--- config.mk ---
export PLATFORM = sky130hd
export DESIGN_NAME = byte_alu
export DESIGN_NICKNAME = d
export VERILOG_FILES = /design/src/rtl/byte_alu_pkg.sv /design/src/rtl/byte_lane.sv /design/src/rtl/result_reg.sv /design/src/rtl/byte_alu.sv
export SDC_FILE = /design/constraint.sdc
export NUM_CORES = 1
export LEC_CHECK = 0
export BUFFER_PORTS_ARGS = -buffer_cell sky130_fd_sc_hd__buf_2
export CAP_MARGIN = 25
export CORE_MARGIN = 5
export CORE_UTILIZATION = 50
export CTS_BUF_LIST = sky130_fd_sc_hd__clkbuf_4 sky130_fd_sc_hd__clkbuf_8
export CTS_CLUSTER_DIAMETER = 120
export DETAILED_ROUTE_END_ITERATION = 8
export PLACE_DENSITY = 0.73
export SYNTH_ARGS = -nofsm -noshare
export SYNTH_HDL_FRONTEND = slang
export SYNTH_SLANG_ARGS = --single-unit
--- constraint.sdc ---
create_clock -name clk -period 6 [get_ports clk]
set_input_delay 0.3 -clock clk [delete_from_list [all_inputs] [get_ports clk]]
set_output_delay 0.3 -clock clk [all_outputs]
set_load 0.05 [all_outputs]
--- src/rtl/byte_alu_pkg.sv ---
package byte_alu_pkg;
  localparam int NBYTES = 5;

  typedef enum logic [2:0] {
    OP_ADD = 3'd0,
    OP_SUB = 3'd1,
    OP_LD  = 3'd2,
    OP_AND = 3'd3,
    OP_OR  = 3'd4,
    OP_XOR = 3'd5,
    OP_CPL = 3'd6,
    OP_NOP = 3'd7
  } alu_op_e;
endpackage

--- src/rtl/byte_lane.sv ---
module byte_lane
  import byte_alu_pkg::*;
#(
  parameter int BW = 11
) (
  input  logic [BW-1:0] a,
  input  logic [BW-1:0] b,
  input  alu_op_e       op,
  input  logic          rev,
  input  logic          sel,
  output logic [BW-1:0] y
);
  logic [BW-1:0] res;
  logic [BW-1:0] minu;
  logic [BW-1:0] subt;

  always_comb begin
    minu = rev ? b : a;
    subt = rev ? a : b;
    case (op)
      OP_ADD:  res = a + b;
      OP_SUB:  res = (minu >= subt) ? (minu - subt) : ~(subt - minu);
      OP_LD:   res = b;
      OP_AND:  res = a & b;
      OP_OR:   res = a | b;
      OP_XOR:  res = a ^ b;
      OP_CPL:  res = ~a;
      default: res = a;
    endcase
    y = sel ? res : a;
  end
endmodule

--- src/rtl/result_reg.sv ---
module result_reg #(
  parameter int W = 55
) (
  input  logic         clk,
  input  logic         rst,
  input  logic         load,
  input  logic [W-1:0] d,
  output logic [W-1:0] q,
  output logic         vld
);
  always_ff @(posedge clk) begin
    if (rst) begin
      q   <= '0;
      vld <= 1'b0;
    end else begin
      vld <= load;
      if (load) q <= d;
    end
  end
endmodule

--- src/rtl/byte_alu.sv ---
module byte_alu
  import byte_alu_pkg::*;
#(
  parameter int N = 10,
  localparam int BW = N + 1,
  localparam int W = NBYTES * BW
) (
  input  logic                clk,
  input  logic                rst,
  input  logic                in_valid,
  input  logic [3:0]          op_code,
  input  logic [NBYTES-1:0]   byte_mask,
  input  logic [W-1:0]        acc_in,
  input  logic [W-1:0]        opnd_in,
  output logic [W-1:0]        acc_out,
  output logic                out_valid
);
  alu_op_e     op;
  logic [W-1:0] next_word;

  assign op = alu_op_e'(op_code[2:0]);

  for (genvar i = 0; i < NBYTES; i++) begin : g_lane
    byte_lane #(.BW(BW)) u_lane (
      .a  (acc_in[i*BW +: BW]),
      .b  (opnd_in[i*BW +: BW]),
      .op (op),
      .rev(op_code[3]),
      .sel(byte_mask[i]),
      .y  (next_word[i*BW +: BW])
    );
  end

  result_reg #(.W(W)) u_reg (
    .clk (clk),
    .rst (rst),
    .load(in_valid),
    .d   (next_word),
    .q   (acc_out),
    .vld (out_valid)
  );
endmodule

==> impl_results.rst, run 1 <==
.. list-table::
   :header-rows: 1

   * - Metric
     - Value
   * - Routability congestion estimate
     - 1.00
   * - Initial drt markers
     - 1848
   * - Upper clock frequency limit
     - 269 MHz
   * - Outcome
     - finished clean
   * - Count of filler cells inserted in the layout
     - 2654
   * - Setup TNS
     - 0 ps
   * - Clock Tree Root
     - clkbuf_8
   * - Average via count per standard cell
     - 6.78
   * - Inserted Clock Buffers
     - 5
   * - Slowest Stage Delay on Critical Path
     - 600 ps
   * - Initial DRT Pass Iterations
     - 6
   * - CTS tree
     - done
   * - Synthesized area per cell
     - 6.72 um2
   * - Series of cell instances along the critical path
     - buf_4 > inv_4 > buf_4 > a21oi_1 > o2bb2ai_1 > a311oi_2 > o21ai_4 > mux2i_1 > a22oi_1 > mux2_2 > a2111oi_2
   * - DRC errors left
     - 0
   * - Max-slew headroom at the worst pin
     - 24.1%
   * - Netlist area before placement
     - 13300 um2
   * - Leakage power
     - 0.00631 uW
   * - # resized after CTS
     - 0
   * - Synthesized instance count
     - 1978
   * - Final period util
     - 61.9%
   * - End of the worst register-to-register path
     - u_reg.q[35]$_SDFFE_PP0P_
   * - Count of final max-slew check failures
     - 0
   * - Detailed-route via count
     - 16109
   * - GR Overflow Total
     - 0
   * - Layout overhead on the synthesized area
     - 7.49%
   * - R2R depth
     - 5
   * - Largest net degree at the start of global routing
     - 77
   * - Unique cell type count in the Yosys netlist
     - 92
   * - Antenna viol nets, final
     - 0
   * - Area of the die
     - 29900 um2
   * - Pre-CTS worst setup slack
     - 1970 ps
   * - Die width
     - 173 um
   * - Worst min-delay path category
     - input port to flip-flop
   * - Area of the placeable core
     - 26100 um2
   * - Final setup violation count
     - 0
   * - RSZ-0062 raised after global routing
     - false
   * - Clock network latency to the later pin of the worst-skew pair
     - 380 ps
   * - Clock-pin slew reported for the worst setup and hold paths after clock tree synthesis
     - 150 ps
   * - CP Depth
     - 11
   * - Maximum count of clock buffers along a single path
     - 2
   * - Final hold viol count
     - 0
   * - Start point of the critical path
     - op_code[3]
   * - Antenna violations before repair
     - 1
   * - Type of element capturing the critical path
     - flip-flop
   * - Crit path setup slack, layout
     - 2290 ps
   * - Number of clock sinks
     - 56
   * - Final net count
     - 2286
   * - Number of hold buffers added after CTS
     - 0
   * - Post-layout utilization of the core
     - 54.7%
   * - Setup skew after layout
     - 0 ps
   * - Critical Path End
     - u_reg.q[39]$_SDFFE_PP0P_
   * - Wire length of the first global-routing pass
     - 80.8 mm
   * - Family with the most delay on the worst path
     - compound AO/OA/AOI/OAI gates
   * - Launching point of the worst reg2reg path
     - u_reg.q[35]$_SDFFE_PP0P_
   * - Placed cell area
     - 14200 um2
   * - Minimum period implied by the final worst setup slack
     - 3710 ps
   * - Commonest non-fill, non-tap cell in the layout
     - nor2_1
   * - Share of flip-flops with an asynchronous set or reset after synthesis
     - 0%
   * - Seq cells post-synth
     - 56
   * - Ratio of cells with drive above 1 in the final layout
     - 13.8%
   * - Slew at the pin with the worst max-slew slack
     - 1140 ps
   * - Syn. warnings
     - 0
   * - Final HPWL from detailed placement
     - 36.9 mm
   * - Final wirelength
     - 51.8 mm
   * - Total routing usage reported by global routing
     - 32.4%
   * - Required time of the critical path
     - 6260 ps
   * - Port-buffer cells
     - 177
   * - Worst path arrival time
     - 3970 ps
   * - Number of setup buffers added after CTS
     - 0
   * - # H-tree levels
     - 2
   * - Most repeated library cell on the critical path
     - buf_4
   * - # IOs
     - 178
   * - Category of the most critical setup path
     - input port to flip-flop
   * - Non-Filler Cell Area, Final
     - 14300 um2
   * - Count of flip-flops with a built-in enable after synthesis
     - 0
   * - Crit path max-delay cell type
     - buf_4
   * - Starting density of the core
     - 50.9%
   * - Crit path max fanout
     - 76
   * - VDD IR max
     - 105 uV
   * - Vertical die dimension
     - 173 um
   * - Nature of the critical path startpoint
     - input port
   * - CP bufs+invs
     - 3
   * - Leading cell types in the layout, fill and taps excluded
     - nor2_1, buf_2, o21ai_0
   * - Vias in the first global route
     - 14678
   * - Slack of the worst reg-to-reg path
     - 4640 ps
   * - Routed length per placed instance
     - 21.8 um
   * - Sequential element share of the synthesized area
     - 8.44%
   * - Syn nets
     - 2225
   * - Std cell rows
     - 59
   * - Max-cap violations
     - 0
   * - PwrDens
     - 148 nW/um2
   * - Total Power Consumption
     - 2110 uW
   * - Top flip-flop cell by instance count after synthesis
     - dfxtp_1
==> final cells by class <==
cell class / count / area [um2] / area share, %
Tap cell: 335 / 419 / 2.93
Inverter: 142 / 536 / 3.75
Timing Repair Buffer: 203 / 1090 / 7.61
Sequential cell: 56 / 1120 / 7.85
Clock buffer: 8 / 97.6 / 0.683
Multi-Input combinational cell: 1631 / 11000 / 77.2
Antenna cell: 1 / 2.50 / 0.0175
==> synth_stat cells, types with 12 or more instances <==
cell type	count	share of area, %
a2111oi_0	36	2.4
a221o_1	13	0.98
clkbuf_1	111	3.1
nand2_1	153	4.3
o211ai_1	30	1.7
a21oi_1	129	4.9
o21a_1	17	0.96
or2_2	16	0.75
dfxtp_1	56	8.4
a221oi_1	31	2.0
ha_1	120	11
buf_2	14	0.53
mux2i_1	80	6.0
a22oi_1	22	1.2
o31ai_1	16	0.90
nor2_1	227	6.4
a31oi_1	15	0.71
xnor2_1	16	1.1
nor3b_1	25	1.4
nor3_1	56	2.1
o22ai_1	23	1.1
nand3_1	23	0.87
nand2b_1	65	3.1
nor4_1	16	0.75
mux2_2	15	1.3
nor2b_1	36	1.7
a211oi_1	21	1.2
o21ai_0	168	6.3
a21o_1	18	1.0
o221ai_1	26	1.7
inv_1	140	4.0
or3_1	12	0.56
==> worst min path at each step <==
stage	cells after the start	to	slack [ps]	startpoint
finish	3	u_reg.q[3]$_SDFFE_PP0P_	270	acc_in[3]
detailed placement	2	u_reg.q[0]$_SDFFE_PP0P_	440	u_reg.q[0]$_SDFFE_PP0P_
CTS	3	u_reg.q[6]$_SDFFE_PP0P_	270	acc_in[6]
global route	3	u_reg.q[6]$_SDFFE_PP0P_	290	acc_in[6]
floorplan	2	u_reg.q[0]$_SDFFE_PP0P_	490	acc_in[0]
global placement	2	u_reg.q[0]$_SDFFE_PP0P_	430	u_reg.q[0]$_SDFFE_PP0P_
==> report_power, final <==
group | switching [uW] | leakage (uW) | internal [uW]
Clock | 183 | 0.0000523 | 105
Combinational | 914 | 0.00579 | 484
Sequential | 22.6 | 0.000465 | 406
Total | 1120 | 0.00631 | 995
==> cells by family (layout without fill, tap and decap cells) <==
logic type      Yosys count  count (layout)  synth area share [%]
simple gates            691             691                  25.6
buf+inv                 291             353                  8.85
mux                      95              95                  7.30
flops                    56              56                  8.44
other cells               0               1                     0
xor+xnor                 24              24                  1.58
compound gates          696             696                  36.2
fa+ha+maj               125             125                  12.1
==> worst reg2reg max path, stage by stage, from the launching register on <==
cell      delay, ps
dfxtp_1         450
nor2_1           60
a211oi_1        340
nand3_1         110
mux2_2          280
nand2_1          60
==> registers in the layout, indices dropped and copies added (netlist names) <==
register and flops:
u_reg.vld 1, u_reg.q 55
==> routing by layer <==
layer  GRT usage, %  share of wire (%)
met5              0                  0
met4           14.9                5.0
met3           5.46                 10
met2           50.5                 43
met1           43.7                 42
==> metrics by stage <==
step                      hold WS (ps)  std cells
after detailed placement           442       2366
after floorplan                    493       1978
after CTS                          274       2374
after global placement             425       2365
after global routing               288       2376
final                              272       2376
No activity file was read; power rests on OpenSTA's default activity.
==> run 2, diff against run 1 <==
--- a/config.mk
+++ b/config.mk
@@ -12,7 +12,7 @@
 export CTS_BUF_LIST = sky130_fd_sc_hd__clkbuf_4 sky130_fd_sc_hd__clkbuf_8
 export CTS_CLUSTER_DIAMETER = 120
 export DETAILED_ROUTE_END_ITERATION = 8
-export PLACE_DENSITY = 0.73
+export PLACE_DENSITY = 0.76
 export SYNTH_ARGS = -nofsm -noshare
 export SYNTH_HDL_FRONTEND = slang
 export SYNTH_SLANG_ARGS = --single-unit
==> constraint.sdc (replaced) <==
create_clock -name clk -period 3 [get_ports clk]
set_input_delay 0.15 -clock clk [delete_from_list [all_inputs] [get_ports clk]]
set_output_delay 0.15 -clock clk [all_outputs]
set_load 0.05 [all_outputs]
==> run 2 against run 1 <==
Effect of this change:
- clock power is 93% higher
- core utilization is 4.4 points higher
- hold slack worse by 150 ps
- power is 110% higher
- clock skew stayed put
- critical path type unchanged
- largest cell class unchanged
==> impl_results.rst, run 2 (synthesized netlist as in run 1, its figures left out) <==
.. list-table::
   :header-rows: 1

   * - Metric
     - Value
   * - Net switching fraction of the power
     - 52.5%
   * - GR Overflow Total
     - 0
   * - Non-Filler Cell Area, Final
     - 15400 um2
   * - Setup skew after layout
     - 0 ps
   * - Port-buffer cells
     - 177
   * - Initial DRT Pass Iterations
     - 6
   * - Ratio of cells with drive above 1 in the final layout
     - 19.3%
   * - Worst min-delay path category
     - input port to flip-flop
   * - R2R depth
     - 5
   * - Internal power
     - 2140 uW
   * - Clock Tree Root
     - clkbuf_8
   * - WHS Path Cells
     - 3
   * - CTS tree
     - done
   * - Detailed-route via count
     - 16979
   * - Clock network latency to the later pin of the worst-skew pair
     - 380 ps
   * - Placed Cells
     - 2508
   * - Antenna violations before repair
     - 3
   * - VDD IR max
     - 194 uV
   * - Number of setup buffers added after CTS
     - 0
   * - Final net count
     - 2427
   * - Largest net degree at the start of global routing
     - 40
   * - Routing usage on met1
     - 45.2%
   * - Regs by FF count
     - u_reg.q x55, u_reg.vld x1
   * - Type of element capturing the critical path
     - flip-flop
   * - Routability congestion estimate
     - 1.04
   * - DRC errors left
     - 0
   * - Std cell rows
     - 59
   * - Average via count per standard cell
     - 6.74
   * - Vertical die dimension
     - 173 um
   * - Leakage power
     - 0.00701 uW
   * - Minimum period implied by the final worst setup slack
     - 2710 ps
   * - Max-cap violations
     - 0
   * - Number of hold buffers added after CTS
     - 0
   * - # H-tree levels
     - 2
   * - Maximum count of clock buffers along a single path
     - 2
   * - Final period util
     - 90.5%
   * - Nature of the critical path startpoint
     - input port
   * - # resized after CTS
     - 0
   * - Number of flip-flops in the largest register
     - 55
   * - Layout overhead on the synthesized area
     - 16.2%
   * - Area of the placeable core
     - 26100 um2
   * - PwrDens
     - 291 nW/um2
   * - Crit path max fanout
     - 6
   * - # IOs
     - 178
   * - Area of the die
     - 29900 um2
   * - Upper clock frequency limit
     - 368 MHz
   * - Wire length of the first global-routing pass
     - 85.0 mm
   * - Sw Pwr
     - 2360 uW
   * - Initial drt markers
     - 2111
   * - Vias in the first global route
     - 15885
   * - Slew at the pin with the worst max-slew slack
     - 904 ps
   * - Starting density of the core
     - 50.9%
   * - Number of clock sinks
     - 56
   * - Setup TNS
     - 0 ps
   * - Placed cell area
     - 15300 um2
   * - Final hold viol count
     - 0
   * - Inserted Clock Buffers
     - 5
   * - RSZ-0062 raised after global routing
     - false
   * - Register share of total power
     - 19.2%
   * - GR peak layer
     - met2
   * - Count of final max-slew check failures
     - 0
   * - Slack of the worst reg-to-reg path
     - 1710 ps
   * - Routed length per placed instance
     - 22.0 um
   * - Antenna viol nets, final
     - 0
   * - Final setup violation count
     - 0
   * - Worst path arrival time
     - 3050 ps
   * - Total routing usage reported by global routing
     - 34.4%
   * - Required time of the critical path
     - 3340 ps
   * - Final HPWL from detailed placement
     - 41.6 mm
   * - Register with the highest flop count
     - u_reg.q
   * - Met3 Usage GRT
     - 6.94%
   * - Cell Count, Final, Fillers Out
     - 2518
   * - Leading cell types in the layout, fill and taps excluded
     - nor2_1, buf_2, o21ai_0
   * - Category of the most critical setup path
     - input port to flip-flop
   * - Max-slew headroom at the worst pin
     - 39.6%
   * - Relative contribution of the clock network to total power
     - 12.4%
   * - M2 GR Usage
     - 53.1%
   * - Outcome
     - finished clean
   * - Final wirelength
     - 55.4 mm
   * - Die width
     - 173 um
   * - Total Power Consumption
     - 4500 uW
   * - Proportion of power drawn by combinational gates
     - 68.4%
   * - Commonest non-fill, non-tap cell in the layout
     - nor2_1
   * - Clock-pin slew reported for the worst setup and hold paths after clock tree synthesis
     - 140 ps
run 2: cell count changes in the layout (fill, tap and decap cells not counted), sizes merged:
cell / delta
buf: +141
clkinv: +1
clkbuf: -3
clkinvlp: +2
diode: +1
run 2: routing by layer:
| layer | up-vias | wire [um] |
|---|---|---|
| met1 | 7804 | 21800 |
| li1 | 7716 | - |
| met5 | - | 11 |
| met2 | 1200 | 23600 |
| met4 | 2 | 3260 |
| met3 | 257 | 6770 |
run 2: area by class of cell:
type	count	area [um2]
diodes	2	5.00
clock buffers	5	68.8
clock inverters	3	23.8
fillers	2544	10700
inverters	142	536
multi-input cells	1631	11000
flip-flops and latches	56	1120
well taps	335	419
repair buffers	344	2240
run 2: worst max-delay path, stage by stage:
cell       delay, ps
buf_2            120
inv_1             70
ha_1             390
inv_1             90
ha_1             190
a221oi_1         440
o21ai_0          150
a21oi_1          230
o221ai_1         150
mux2i_1          210
xnor2_1          140
nand2_1           60
a2111oi_0        470
buf_4            190
run 2: stage by stage:
step           util, %  hold slack, ps  setup WS, ps
6_report          59.1             121           286
5_1_grt           59.1             135          62.8
4_1_cts           59.1             108           395
3_5_place_dp      58.7             439         -3.75
3_3_place_gp      58.7             431          72.8
2_1_floorplan        -             343           104
run 2: worst paths after layout:
kind,from,endpoint
worst max-delay path,opnd_in[45],u_reg.q[54]$_SDFFE_PP0P_
worst min-delay path,acc_in[3],u_reg.q[3]$_SDFFE_PP0P_
worst max register to register,u_reg.q[35]$_SDFFE_PP0P_,u_reg.q[35]$_SDFFE_PP0P_
worst min register to register,u_reg.q[49]$_SDFFE_PP0P_,u_reg.q[49]$_SDFFE_PP0P_
run 2: power by group through the flow:
stage	Sequential, uW	Clock, uW	Combinational [uW]
2_1_floorplan	1090	0	1750
3_3_place_gp	875	0	2940
3_5_place_dp	875	0	2980
4_1_cts	859	554	2990
5_1_grt	866	570	3290
6_report	862	557	3080
